## src/rtl/tmr_if_pkg.sv

```systemverilog
package tmr_if_pkg;

  // access field of a control word; 00 is the snapshot command
  typedef enum logic [1:0] {
    ACC_SNAP = 2'b00,
    ACC_LO   = 2'b01,
    ACC_HI   = 2'b10,
    ACC_LOHI = 2'b11
  } acc_e;

  typedef struct packed {
    acc_e       acc;
    logic [2:0] mode;
    logic       bcd;
  } chan_cfg_t;

  localparam int MODE_W = 3;

endpackage

```

## src/rtl/tmr_bus_sync.sv

```systemverilog
module tmr_bus_sync #(
  parameter int ADDR_W = 2
) (
  input  logic              clk,
  input  logic              rst_n,
  input  logic              cs_n,
  input  logic              rd_n,
  input  logic              wr_n,
  input  logic [ADDR_W-1:0] addr,
  output logic              wr_ev,
  output logic              rd_done,
  output logic [ADDR_W-1:0] rd_addr_q
);

  logic wr_q;
  logic rd_q;
  logic rd_act;

  assign rd_act  = !cs_n && !rd_n;
  assign wr_ev   = wr_q && !wr_n && !cs_n;
  assign rd_done = rd_q && !rd_act;

  always_ff @(posedge clk or negedge rst_n) begin
    if (!rst_n) begin
      wr_q      <= 1'b1;
      rd_q      <= 1'b0;
      rd_addr_q <= '0;
    end else begin
      wr_q <= wr_n;
      rd_q <= rd_act;
      if (rd_act) rd_addr_q <= addr;
    end
  end

  AST_WR_ONE_EDGE: assert property (@(posedge clk) disable iff (!rst_n)
    wr_ev |=> !wr_ev);
  AST_NO_RW_OVERLAP: assert property (@(posedge clk) disable iff (!rst_n)
    !(wr_ev && rd_done));

endmodule

```

## src/rtl/tmr_chan_regs.sv

```systemverilog
module tmr_chan_regs
  import tmr_if_pkg::*;
#(
  parameter int DATA_W = 8,
  parameter int CNT_W  = 2 * DATA_W
) (
  input  logic              clk,
  input  logic              rst_n,
  input  logic              cw_ev,
  input  chan_cfg_t         cw_cfg,
  input  logic              snap_ev,
  input  logic              wr_ev,
  input  logic              rd_done,
  input  logic [DATA_W-1:0] din,
  input  logic [CNT_W-1:0]  cnt_i,
  output logic              ld_stb,
  output logic [CNT_W-1:0]  ld_val,
  output logic [DATA_W-1:0] rd_byte,
  output logic [MODE_W-1:0] mode_o,
  output logic              bcd_o
);

  chan_cfg_t         cfg;
  logic              wptr;
  logic              rptr;
  logic              held;
  logic [CNT_W-1:0]  snap_val;
  logic [DATA_W-1:0] lo_hold;
  logic [CNT_W-1:0]  rd_src;

  always_ff @(posedge clk or negedge rst_n) begin
    if (!rst_n) begin
      cfg      <= '{acc: ACC_LO, mode: '0, bcd: 1'b0};
      wptr     <= 1'b0;
      rptr     <= 1'b0;
      held     <= 1'b0;
      snap_val <= '0;
      lo_hold  <= '0;
      ld_stb   <= 1'b0;
      ld_val   <= '0;
    end else begin
      ld_stb <= 1'b0;
      if (cw_ev) begin
        cfg  <= cw_cfg;
        wptr <= 1'b0;
        rptr <= 1'b0;
        held <= 1'b0;
      end else begin
        if (snap_ev && !held) begin
          held     <= 1'b1;
          snap_val <= cnt_i;
        end
        if (wr_ev) begin
          unique case (cfg.acc)
            ACC_HI: begin
              ld_stb <= 1'b1;
              ld_val <= {din, {DATA_W{1'b0}}};
            end
            ACC_LOHI: begin
              if (!wptr) begin
                lo_hold <= din;
                wptr    <= 1'b1;
              end else begin
                ld_stb <= 1'b1;
                ld_val <= {din, lo_hold};
                wptr   <= 1'b0;
              end
            end
            default: begin
              ld_stb <= 1'b1;
              ld_val <= {{DATA_W{1'b0}}, din};
            end
          endcase
        end
        if (rd_done) begin
          if (cfg.acc == ACC_LOHI && !rptr) begin
            rptr <= 1'b1;
          end else begin
            rptr <= 1'b0;
            held <= 1'b0;
          end
        end
      end
    end
  end

  assign rd_src = held ? snap_val : cnt_i;

  always_comb begin
    if (cfg.acc == ACC_HI || (cfg.acc == ACC_LOHI && rptr))
      rd_byte = rd_src[CNT_W-1 -: DATA_W];
    else
      rd_byte = rd_src[DATA_W-1:0];
  end

  assign mode_o = cfg.mode;
  assign bcd_o  = cfg.bcd;

  AST_PTR_IDLE: assert property (@(posedge clk) disable iff (!rst_n)
    (cfg.acc != ACC_LOHI) |-> (!wptr && !rptr));
  AST_CW_CLEARS: assert property (@(posedge clk) disable iff (!rst_n)
    cw_ev |=> (!held && !wptr && !rptr));
  AST_SNAP_STABLE: assert property (@(posedge clk) disable iff (!rst_n)
    (held && !cw_ev && !rd_done) |=> (held && $stable(snap_val)));
  AST_LOAD_PULSE: assert property (@(posedge clk) disable iff (!rst_n)
    ld_stb |=> !ld_stb);

endmodule

```

## src/rtl/tmr_rd_mux.sv

```systemverilog
module tmr_rd_mux #(
  parameter int NUM_CH = 3,
  parameter int DATA_W = 8,
  parameter int ADDR_W = 2
) (
  input  logic [NUM_CH*DATA_W-1:0] bytes_i,
  input  logic [ADDR_W-1:0]        addr_i,
  input  logic                     en_i,
  output logic [DATA_W-1:0]        dout_o
);

  always_comb begin
    dout_o = '0;
    if (en_i) begin
      for (int i = 0; i < NUM_CH; i++) begin
        if (addr_i == ADDR_W'(i)) dout_o = bytes_i[i*DATA_W +: DATA_W];
      end
    end
  end

endmodule

```

## src/rtl/tmr_host_if.sv

```systemverilog
module tmr_host_if
  import tmr_if_pkg::*;
#(
  parameter int NUM_CH = 3,
  parameter int DATA_W = 8,
  localparam int CNT_W  = 2 * DATA_W,
  localparam int ADDR_W = $clog2(NUM_CH + 1)
) (
  input  logic                     clk,
  input  logic                     rst_n,
  input  logic                     cs_n,
  input  logic                     rd_n,
  input  logic                     wr_n,
  input  logic [ADDR_W-1:0]        addr,
  input  logic [DATA_W-1:0]        din,
  output logic [DATA_W-1:0]        dout,
  output logic                     dout_en,
  input  logic [NUM_CH*CNT_W-1:0]  cnt_i,
  output logic [NUM_CH-1:0]        ld_stb_o,
  output logic [NUM_CH*CNT_W-1:0]  ld_val_o,
  output logic [NUM_CH*MODE_W-1:0] mode_o,
  output logic [NUM_CH-1:0]        bcd_o
);

  localparam logic [ADDR_W-1:0] CW_ADDR = '1;

  logic                     wr_ev;
  logic                     rd_done;
  logic [ADDR_W-1:0]        rd_addr_q;
  logic                     cw_hit;
  logic [ADDR_W-1:0]        cw_sel;
  chan_cfg_t                cw_cfg;
  logic [NUM_CH*DATA_W-1:0] rd_bytes;

  tmr_bus_sync #(.ADDR_W(ADDR_W)) u_sync (
    .clk       (clk),
    .rst_n     (rst_n),
    .cs_n      (cs_n),
    .rd_n      (rd_n),
    .wr_n      (wr_n),
    .addr      (addr),
    .wr_ev     (wr_ev),
    .rd_done   (rd_done),
    .rd_addr_q (rd_addr_q)
  );

  assign cw_hit = wr_ev && (addr == CW_ADDR);
  assign cw_sel = din[DATA_W-1 -: ADDR_W];
  assign cw_cfg = '{acc: acc_e'(din[5:4]), mode: din[3:1], bcd: din[0]};

  for (genvar g = 0; g < NUM_CH; g++) begin : g_ch
    logic sel;
    logic ch_cw;
    logic ch_snap;
    logic ch_wr;
    logic ch_rd;

    assign sel     = cw_hit && (cw_sel == ADDR_W'(g));
    assign ch_cw   = sel && (cw_cfg.acc != ACC_SNAP);
    assign ch_snap = sel && (cw_cfg.acc == ACC_SNAP);
    assign ch_wr   = wr_ev && (addr == ADDR_W'(g));
    assign ch_rd   = rd_done && (rd_addr_q == ADDR_W'(g));

    tmr_chan_regs #(.DATA_W(DATA_W), .CNT_W(CNT_W)) u_chan (
      .clk     (clk),
      .rst_n   (rst_n),
      .cw_ev   (ch_cw),
      .cw_cfg  (cw_cfg),
      .snap_ev (ch_snap),
      .wr_ev   (ch_wr),
      .rd_done (ch_rd),
      .din     (din),
      .cnt_i   (cnt_i[g*CNT_W +: CNT_W]),
      .ld_stb  (ld_stb_o[g]),
      .ld_val  (ld_val_o[g*CNT_W +: CNT_W]),
      .rd_byte (rd_bytes[g*DATA_W +: DATA_W]),
      .mode_o  (mode_o[g*MODE_W +: MODE_W]),
      .bcd_o   (bcd_o[g])
    );
  end

  assign dout_en = !cs_n && !rd_n;

  tmr_rd_mux #(.NUM_CH(NUM_CH), .DATA_W(DATA_W), .ADDR_W(ADDR_W)) u_mux (
    .bytes_i (rd_bytes),
    .addr_i  (addr),
    .en_i    (dout_en),
    .dout_o  (dout)
  );

  AST_ONE_CHANNEL_LOAD: assert property (@(posedge clk) disable iff (!rst_n)
    $onehot0(ld_stb_o));
  AST_CFG_HOLDS: assert property (@(posedge clk) disable iff (!rst_n)
    !wr_ev |=> $stable(mode_o) && $stable(bcd_o));

endmodule

```

## config.mk

```make
export PLATFORM = sky130hd
export DESIGN_NAME = tmr_host_if
export DESIGN_NICKNAME = d
export VERILOG_FILES = /design/src/rtl/tmr_if_pkg.sv /design/src/rtl/tmr_bus_sync.sv /design/src/rtl/tmr_chan_regs.sv /design/src/rtl/tmr_rd_mux.sv /design/src/rtl/tmr_host_if.sv
export SDC_FILE = /design/constraint.sdc
export NUM_CORES = 1
export LEC_CHECK = 0
export BUFFER_PORTS_ARGS = -buffer_cell sky130_fd_sc_hd__buf_2
export CELL_PAD_IN_SITES_DETAIL_PLACEMENT = 1
export CELL_PAD_IN_SITES_GLOBAL_PLACEMENT = 1
export CORE_MARGIN = 2
export CORE_UTILIZATION = 30
export DETAILED_ROUTE_END_ITERATION = 6
export GPL_ROUTABILITY_DRIVEN = 1
export GPL_TIMING_DRIVEN = 0
export PLACE_DENSITY = 0.61
export SKIP_LAST_GASP = 1
export SLEW_MARGIN = 10
export SYNTH_ARGS = -nofsm -noshare
export SYNTH_HDL_FRONTEND = slang
export SYNTH_HIERARCHICAL = 1
export SYNTH_SLANG_ARGS = --single-unit
```

## constraint.sdc

```tcl
create_clock -name clk -period 3.1 [get_ports clk]
set_input_delay 0.31 -clock clk [delete_from_list [all_inputs] [get_ports clk]]
set_output_delay 0.31 -clock clk [all_outputs]
set_load 0.02 [all_outputs]
```

==> results.py, run 1 <==
metrics = {
    "power": {
        "leakagePower_uw": 0.00478,
        "swShare": 0.318,
        "intPower_uw": 4750,
        "share_comb_of_total_power": 0.269,
        "clockPowerShare": 0.336,
        "p_sw_uw": 2220,
        "power_density_nw_per_um2": 745,
        "ir_worst_vdd_mv": 0.296,
        "pwr-share-seq": 0.395,
    },
    "flow_run": {
        "drv_cap": 0,
    },
    "critical_path": {
        "crit_type": "reg -> out",
        "worstReg2RegStart": "u_sync/wr_q",
        "endpoint_kind": "output port",
        "worstPathCellList": "inv_1, o21ai_4, buf_12, mux4_1, mux2i_1, o21ai_0, and2_1, buf_2",
        "rr_worst_depth": 7,
        "crit_slowest_cell": "mux4_1",
        "cp.required_ns": 2.79,
        "slowest_delay_ns": 0.60,
        "rrSetupSlack_ns": 0.46,
        "path_buf_inv": 3,
        "cp_top_family": "multiplexers",
        "startpoint_type": "register",
        "cp.arrival_ns": 2.62,
        "worst_r2r_endpoint": "g_ch[0].u_chan/ld_val[7]",
        "crit_path_max_fanout": 8,
    },
    "grt": {
        "grt_antenna_before_repair": 0,
        "grt_pass1_wl_mm": 30.5,
        "grt_max_degree": 80,
        "grt_overflow": 0,
        "grt_pass1_vias": 5359,
        "grt_usage": 0.151,
    },
    "floorplanning": {
        "initial_core_util": 0.306,
        "die_width_microns": 162,
        "dieHeight_microns": 162,
        "core_area_sq_um": 24400,
        "dieArea_sq_um": 26100,
        "ios": 135,
        "rows": 57,
    },
    "worst_hold_path": {
        "holdPathStages": 2,
        "whs_endpoint": "u_sync/rd_q",
        "hp-class": "in -> reg",
        "min-delay-start": "rd_n",
    },
    "synth": {
        "async_flop_share": 1.00,
        "ys_warn_count": 6,
        "yosys.area.top_type_share": 0.503,
        "ys_seq_area_frac": 0.517,
        "synth.top_cells.by_area": "dfrtp_1 50%, mux2_2 16%, mux4_1 8.5%",
        "synth_flop_cell": "dfrtp_1",
        "synth.avg_cell_area_sq_um": 13.9,
        "synth_edf_count": 0,
        "yosysTopAreaCell": "dfrtp_1",
        "synthDistinctLibCells": 39,
        "ys_ff_latch": 154,
        "yosysMostFrequentCell": "dfrtp_1",
        "synth_fp_nets": 600,
        "synthTopCellsByCount": "150 x dfrtp_1, 108 x mux2_2, 34 x nand2_1",
        "netlist_area_sq_um": 7460,
        "syn_inst": 537,
    },
    "clock_tree": {
        "clockBufferDepth": 2,
        "numClockSinks": 154,
        "cts_tree": "yes",
        "clk_latency_ns": 0.43,
        "cts_buffers": 17,
        "clk_pin_slew_ns": 0.06,
        "h-tree-depth": 4,
        "cts_root_buf": "clkbuf_16",
    },
    "layout": {
        "fin_util": 0.383,
        "nNetsFinal": 759,
        "syn_to_final_growth_pct": 25.2,
        "drive_above_1_share": 0.467,
    },
    "timing": {
        "relSlewSlack": 0.593,
        "rsz0062_at_grt": "false",
        "skew_ns": 0.0116,
        "worst_pin_slew_ns": 0.611,
        "fin_crit_sh": 0.945,
        "hold_viol_final": 0,
        "fmax_mhz": 341,
        "hold_ws_ns": 0.105,
        "min_period_ns": 2.93,
        "maxSlewViolCount": 0,
        "setup_violations": 0,
    },
    "detailed_routing": {
        "ant_nets": 0,
        "wl_mm": 18.9,
        "first_iter_violations": 161,
        "first_pass_iters": 4,
        "via_count": 4892,
        "drc": 0,
        "routedWlPerCell_microns": 18.2,
        "viasPerCell": 4.72,
    },
    "outcome": {
        "outcome": "complete, no violations",
    },
    "placement": {
        "gp_congestion": 0.755,
        "dp_hpwl_mm": 13.4,
        "numPortBuffers": 134,
    },
}
timing repair:
action / in CTS / in global routing
setup buffers: 2 / 1
hold endpoints to repair: 74 / 0
setup endpoints to repair: 8 / 22
pin swaps: 1 / 1
gates resized for setup: 2 / 2
hold buffers: 2 / 0
power groups by stage:
stage	Combinational (uW)	Clock (uW)	Sequential, uW
after floorplan	937	0	3000
after global placement	1770	0	2740
after detailed placement	1830	0	2780
after CTS	1880	2410	2750
after global routing	2040	2490	2810
final	1870	2340	2750
layout by cell type (no fill, tap or decap), types with 10 or more instances in the layout:
master,n
o21ai_0,12
buf_2,139
and2_1,11
nand3b_1,13
dfrtp_1,150
nand2_1,34
nor2_1,14
a22o_1,24
mux2_2,108
buf_4,10
mux2i_1,32
mux4_1,24
clkbuf_16,17
inv_1,30
stage by stage:
stage / area, sq um / setup TNS, ns / instances / setup WS (ns) / total power [uW]
4_1_cts: 9300 / 0 / 1032 / 0.000877 / 7040
2_1_floorplan: 7460 / 0 / 537 / 0.710 / 3930
6_report: 9340 / 0 / 1036 / 0.170 / 6960
3_5_place_dp: 8570 / 0 / 996 / 0.118 / 4610
3_3_place_gp: 8540 / -80.00 / 995 / -0.550 / 4510
5_1_grt: 9330 / 0 / 1033 / 0.0203 / 7350
sequential cells by signal (all words and copies together), names as in the netlist, 2 cells and up:
signal,flops
g_ch.u_chan/lo_hold,24
g_ch.u_chan/held,3
u_sync/rd_addr_q,2
g_ch.u_chan/cfg,6
g_ch.u_chan/rptr,3
g_ch.u_chan/bcd_o,3
g_ch.u_chan/ld_val,48
g_ch.u_chan/wptr,3
g_ch.u_chan/snap_val,48
g_ch.u_chan/mode_o,9
g_ch.u_chan/ld_stb,3
metal layers:
metal  vias to the layer above  global-route usage  routed length, microns
met1                      2508               0.192                    8350
li1                       2251                   -                       -
met3                        16              0.0327                     994
met2                       117               0.262                    9380
met4                         0              0.0398                     176
met5                         -                   0                       0
cell families (layout without fill, tap and decap cells):
kind of cell	count (synthesis)	after routing	share of synthesized area
mux	166	166	0.295
flops	154	154	0.517
simple gates	100	100	0.0839
buf+inv	63	235	0.0471
compound gates	51	51	0.0537
xor+xnor	3	3	0.00352
other cells	0	3	0
how the worst max path moves through the flow:
stage	startpoint	to	slack (ns)	cells past startpoint
floorplan	u_sync/wr_q	g_ch[0].u_chan/ld_val[7]	0.71	7
global placement	rst_n	g_ch[1].u_chan/snap_val[3]	-0.55	1
detailed placement	u_sync/wr_q	g_ch[0].u_chan/ld_val[7]	0.12	7
CTS	g_ch[2].u_chan/cfg[4]	dout[3]	0.0009	7
global route	g_ch[1].u_chan/cfg[4]	dout[0]	0.02	9
finish	g_ch[1].u_chan/cfg[4]	dout[7]	0.17	8
final cells by class:
type	count	area (sq um)
Fill cell	2635	15000
Multi-Input combinational cell	320	3280
Buffer	30	228
Tap cell	324	405
Sequential cell	154	3860
Clock inverter	14	226
Timing Repair Buffer	140	776
Inverter	33	124
Clock buffer	18	439
Antenna cell	3	7.51
No activity file was read; power rests on OpenSTA's default activity.
==> inputs of run 2 (changes only) <==
- BUFFER_PORTS_ARGS: -buffer_cell sky130_fd_sc_hd__buf_2 -> not set
- DONT_BUFFER_PORTS: not set -> 1
- PLACE_DENSITY: 0.61 -> 0.55
==> run 2 against run 1 <==
Compared with the run above: the run now ends with hold timing left; sequential share of layout area rose by 4.0 points; first-iteration DRC count is 20% lower; register-to-register slack got worse by 0.18 ns; utilization decreased by 3.4 points; sequential cell count stayed put; sequential power grew 12%; critical endpoint is now dout[4]; worst hold slack lost 0.52 ns; total power is 9.5% lower; highest routed layer unchanged.
==> results.py, run 2 (same netlist as run 1, synthesis figures left out) <==
metrics = {
    "outcome": {
        "outcome": "finished with violations",
        "violations": "hold timing",
    },
    "timing": {
        "hold_ws_ns": -0.418,
        "setup_violations": 0,
        "worst_pin_slew_ns": 0.784,
        "min_period_ns": 2.92,
        "skew_ns": 0.00983,
        "fmax_mhz": 343,
        "maxSlewViolCount": 0,
        "fin_crit_sh": 0.941,
        "hold_viol_final": 154,
        "relSlewSlack": 0.475,
        "rsz0062_at_grt": "false",
        "fin_setup_tns_ns": 0,
    },
    "critical_path": {
        "crit_path_max_fanout": 8,
        "endpoint_kind": "output port",
        "startpoint_type": "register",
        "worstPathCellList": "inv_1, o21ai_4, mux4_1, mux2i_1, o21ai_0, and2_1",
        "cp_top_family": "multiplexers",
        "cp.arrival_ns": 2.61,
        "crit_type": "reg -> out",
        "path_buf_inv": 1,
        "slowest_delay_ns": 0.63,
        "crit_slowest_cell": "mux4_1",
        "cp.required_ns": 2.79,
    },
    "floorplanning": {
        "initial_core_util": 0.306,
        "dieHeight_microns": 162,
        "core_area_sq_um": 24400,
        "die_width_microns": 162,
        "rows": 57,
        "dieArea_sq_um": 26100,
        "ios": 135,
    },
    "layout": {
        "layout_common_cells": "150 x dfrtp_1, 108 x mux2_2, 34 x nand2_1",
        "drive_above_1_share": 0.332,
        "reg_top3": "g_ch.u_chan/ld_val: 48 flops, g_ch.u_chan/snap_val: 48 flops, g_ch.u_chan/lo_hold: 24 flops",
        "syn_to_final_growth_pct": 14.1,
        "antenna_cells": 0,
        "fill_cells": 2589,
        "nNetsFinal": 623,
        "fin_util": 0.349,
        "final_common_cell": "dfrtp_1",
        "seq_area_sq_um": 3860,
        "multi_input_area_sq_um": 3270,
        "final_cell_area_sq_um": 8510,
    },
    "placement": {
        "dp_hpwl_mm": 13.1,
        "numPortBuffers": 0,
        "gp_congestion": 0.721,
        "placed_area_sq_um": 7870,
    },
    "clock_tree": {
        "clk_pin_slew_ns": 0.07,
        "cts_root_buf": "clkbuf_16",
        "clockBufferDepth": 2,
        "cts_tree": "yes",
        "numClockSinks": 154,
        "postCtsHoldBufs": 4,
        "h-tree-depth": 4,
        "clk_latency_ns": 0.42,
        "cts_buffers": 17,
        "cts_setup_buffers": 0,
    },
    "detailed_routing": {
        "wl_mm": 18.7,
        "viasPerCell": 4.93,
        "via_count": 4421,
        "first_iter_violations": 128,
        "first_pass_iters": 4,
        "ant_nets": 0,
        "drc": 0,
        "routedWlPerCell_microns": 20.9,
    },
    "power": {
        "ir_worst_vdd_mv": 0.270,
        "power_uw": 6300,
        "leakagePower_uw": 0.00413,
        "power_density_nw_per_um2": 741,
    },
    "grt": {
        "grt_usage": 0.148,
        "grt_pass1_wl_mm": 29.5,
        "grt_max_degree": 155,
        "grt_overflow": 0,
        "grt_pass1_vias": 4958,
        "grt_antenna_before_repair": 0,
    },
    "worst_hold_path": {
        "hp-class": "in -> async",
    },
    "flow_run": {
        "drv_cap": 0,
    },
}
run 2: cell count changes in the layout (fill, tap and decap cells not counted), sizes merged:
cell         before  now
buf             161   23
bufinv            4    2
clkbuf           25   26
clkinv            2    5
clkinvlp          1    2
diode             3    0
dlygate4sd3       2    4
inv              40   36
run 2: path summary, 6_finish.rpt:
check                                            start                     endpoint  slack [ns]  depth (start not counted)
hold / removal                                   rst_n    g_ch[2].u_chan/ld_val[13]       -0.42                          0
hold reg to reg            g_ch[1].u_chan/snap_val[12]  g_ch[1].u_chan/snap_val[12]        0.50                          1
max in group asynchronous                        rst_n                  u_sync/wr_q        3.27                          0
setup / recovery                 g_ch[1].u_chan/cfg[4]                      dout[4]        0.18                          6
min in group clk                                din[4]        g_ch[0].u_chan/cfg[4]        0.03                          2
setup reg to reg                           u_sync/wr_q     g_ch[0].u_chan/ld_val[7]        0.28                          7
run 2: metal layers:
metal / global-route usage / routed length [microns] / up-vias
li1: - / - / 1976
met1: 0.181 / 7970 / 2299
met2: 0.246 / 8910 / 132
met3: 0.0585 / 1670 / 14
met4: 0.0382 / 172 / 0
met5: 0 / 0 / -
run 2: metrics by stage:
stage,worst slack (ns),instances
3_5_place_dp,0.253,861
2_1_floorplan,0.710,537
3_3_place_gp,0.271,861
4_1_cts,0.0312,896
6_report,0.183,896
5_1_grt,0.0379,896
run 2: cell type report:
class | count | area share
sequential | 154 | 0.453
clock buffer | 19 | 0.0520
buffer | 30 | 0.0268
clock inverter | 12 | 0.0165
inverter | 33 | 0.0146
timing repair buffer | 4 | 0.00470
multi-input combinational | 320 | 0.384
tap | 324 | 0.0476
run 2: worst reg2reg max path, delay by kind of cell (launching register included):
family,cells,cell delay (ns)
flops,1,0.51
simple gates,4,1.47
compound gates,1,0.16
buf+inv,1,0.22
mux,1,0.34
run 2: power breakdown:
part / internal [uW] / leakage [uW] / total, uW / switching [uW]
clock network: 1210 / 0.000282 / 2070 / 859
logic: 633 / 0.00188 / 1150 / 521
registers: 2460 / 0.00197 / 3080 / 618
total: 4300 / 0.00413 / 6300 / 2000
run 2: what timing repair did:
action                                  CTS  global route
gates resized for setup                   2             1
endpoints found under the setup margin    6             6
endpoints found under the hold margin   158           154
==> inputs of run 3 (changes only) <==
- ABC_AREA: not set -> 1
- CTS_CLUSTER_SIZE: not set -> 24
- PLACE_DENSITY: 0.55 -> 0.6
- RECOVER_POWER: not set -> 100
==> run 3 against run 2 <==
Compared with the run above: the run still ends with hold timing left; clock skew increased by 0.0012 ns; critical path depth increased by 3; setup slack improved by 0.30 ns; routed wire length increased by 31%; maximum frequency increased by 11%; sequential power decreased by 13%; area after synthesis increased by 6.2%; combinational power increased by 11%; synthesized cell count increased by 97%; cell count increased by 60%; register-to-register slack improved by 0.20 ns; largest power group unchanged.
==> results.py, run 3 <==
metrics = {
    "outcome": {
        "outcome": "finished with violations",
        "violations": "hold timing",
    },
    "clock_tree": {
        "postCtsHoldBufs": 8,
        "clk_pin_slew_ns": 0.07,
        "clockBufferDepth": 2,
        "cts_buffers": 17,
        "numClockSinks": 154,
        "cts_root_buf": "clkbuf_16",
        "ctsResizeCount": 0,
        "cts_setup_buffers": 0,
        "cts_tree": "yes",
        "clk_latency_ns": 0.42,
        "h-tree-depth": 4,
    },
    "floorplanning": {
        "dieArea_sq_um": 27700,
        "dieHeight_microns": 167,
        "rows": 59,
        "ios": 135,
        "die_width_microns": 167,
        "core_area_sq_um": 26000,
        "initial_core_util": 0.305,
    },
    "timing": {
        "fmax_mhz": 382,
        "setup_ws_ns": 0.482,
        "rsz0062_at_grt": "false",
        "setup_violations": 0,
        "worst_pin_slew_ns": 0.693,
        "skew_ns": 0.0110,
        "relSlewSlack": 0.536,
        "hold_viol_final": 154,
        "maxSlewViolCount": 0,
        "min_period_ns": 2.62,
        "fin_crit_sh": 0.844,
        "hold_ws_ns": -0.418,
        "fin_setup_tns_ns": 0,
    },
    "detailed_routing": {
        "drc": 0,
        "first_iter_violations": 322,
        "first_pass_iters": 4,
        "viasPerCell": 4.74,
        "routedWlPerCell_microns": 17.1,
        "wl_mm": 24.5,
        "ant_nets": 0,
        "via_count": 6796,
    },
    "layout": {
        "fin_cells": 1435,
        "antenna_cells": 0,
        "syn_to_final_growth_pct": 12.2,
        "layout_common_cells": "463 x nand2_1, 150 x dfrtp_1, 110 x o21ai_0",
        "drive_above_1_share": 0.0891,
        "final_common_cell": "nand2_1",
        "reg_top3": "g_ch.u_chan/ld_val: 48 flops, g_ch.u_chan/snap_val: 48 flops, g_ch.u_chan/lo_hold: 24 flops",
        "nNetsFinal": 1150,
        "fin_util": 0.342,
    },
    "power": {
        "power_density_nw_per_um2": 669,
        "ir_worst_vdd_mv": 0.236,
        "leakagePower_uw": 0.00467,
    },
    "grt": {
        "met1_usage": 0.248,
        "grt_max_degree": 155,
        "grt_busiest_layer": "met2",
        "grt_antenna_before_repair": 0,
        "grtUsageMet3": 0.0266,
        "grt_pass1_vias": 7181,
        "met2_usage": 0.289,
        "grt_overflow": 0,
        "grt_pass1_wl_mm": 39.6,
        "grt_usage": 0.179,
    },
    "critical_path": {
        "cp.arrival_ns": 2.92,
        "cp.required_ns": 3.41,
        "worstPathCellList": "nor3b_1, inv_1, nor3_1, inv_1, nor2_1, nand2_1, buf_4, nand2_1, nand2_1",
        "slowest_delay_ns": 0.51,
        "cpMostUsedCell": "nand2_1",
        "crit_path_max_fanout": 10,
        "startpoint_type": "register",
        "endpoint_kind": "register",
        "crit_slowest_cell": "dfstp_2",
        "crit_type": "reg -> reg",
    },
    "synth": {
        "netlist_area_sq_um": 7920,
        "synth_edf_count": 0,
        "synth.top_cells.by_area": "dfrtp_1 47%, nand2_1 22%, o21ai_0 6.9%",
        "synthDistinctLibCells": 24,
        "synthTopCellsByCount": "460 x nand2_1, 150 x dfrtp_1, 110 x o21ai_0",
        "async_flop_share": 1.00,
        "yosysMostFrequentCell": "nand2_1",
        "ys_warn_count": 6,
        "yosys.area.top_type_share": 0.474,
        "ys_ff_latch": 154,
        "ys_seq_area_frac": 0.487,
        "syn_inst": 1060,
        "yosysTopAreaCell": "dfrtp_1",
        "synth_fp_nets": 1123,
        "synth.avg_cell_area_sq_um": 7.47,
        "synth_flop_cell": "dfrtp_1",
    },
    "placement": {
        "pre_cts_slack_ns": 0.721,
        "numPortBuffers": 0,
        "gp_congestion": 0.781,
        "placed_cells": 1395,
        "dp_hpwl_mm": 16.8,
    },
    "flow_run": {
        "drv_cap": 0,
    },
    "worst_hold_path": {
        "hp-class": "in -> async",
    },
}
## run 3: worst paths after layout
check,startpoint,end,slack (ns),cells past startpoint
setup / recovery,u_sync/wr_q,g_ch[1].u_chan/ld_val[8],0.48,9
hold / removal,rst_n,g_ch[0].u_chan/ld_stb,-0.42,0
setup reg to reg,u_sync/wr_q,g_ch[1].u_chan/ld_val[8],0.48,9
hold reg to reg,g_ch[2].u_chan/mode_o[1],g_ch[2].u_chan/mode_o[1],0.47,2
max in group asynchronous,rst_n,g_ch[1].u_chan/cfg[4],3.26,0
min in group clk,din[0],g_ch[0].u_chan/bcd_o,0.02,2
## run 3: critical path: cells and delay by family, from the launching register on
family	cells	cell delay (ns)
buf+inv	3	0.48
simple gates	6	1.51
flops	1	0.51
## run 3: routing by layer
metal | vias up | wire, microns
li1 | 3371 | -
met1 | 3306 | 11800
met2 | 98 | 11500
met3 | 21 | 812
met4 | 0 | 396
met5 | - | 0
## run 3: cells by family (layout without fill, tap and decap cells)
| group | count (synthesis) | in the layout | share of synthesized area |
|---|---|---|---|
| AND/OR/NAND/NOR | 645 | 645 | 0.351 |
| flip-flops | 154 | 154 | 0.487 |
| buffers and inverters | 145 | 185 | 0.0876 |
| AO/OA/AOI/OAI | 116 | 116 | 0.0747 |
## run 3: final cells by class
cell class / instances / area, sq um
sequential: 154 / 3860
clock buffer: 19 / 443
tap: 335 / 419
buffer: 60 / 323
inverter: 85 / 319
multi-input combinational: 761 / 3330
timing repair buffer: 8 / 80.1
fill: 3215 / 17100
clock inverter: 13 / 110
## run 3: per-stage QoR
stage | cell area [sq um] | power (uW)
floorplan | 7920 | 3620
global placement | 8340 | 3970
detailed placement | 8340 | 4010
CTS | 8970 | 6070
global route | 8890 | 6340
finish | 8890 | 5950
## run 3: where the power goes
group / switching, uW / leakage, uW / total, uW / internal [uW]
Sequential: 358 / 0.00204 / 2680 / 2320
Combinational: 860 / 0.00238 / 1280 / 416
Clock: 930 / 0.000256 / 2000 / 1070
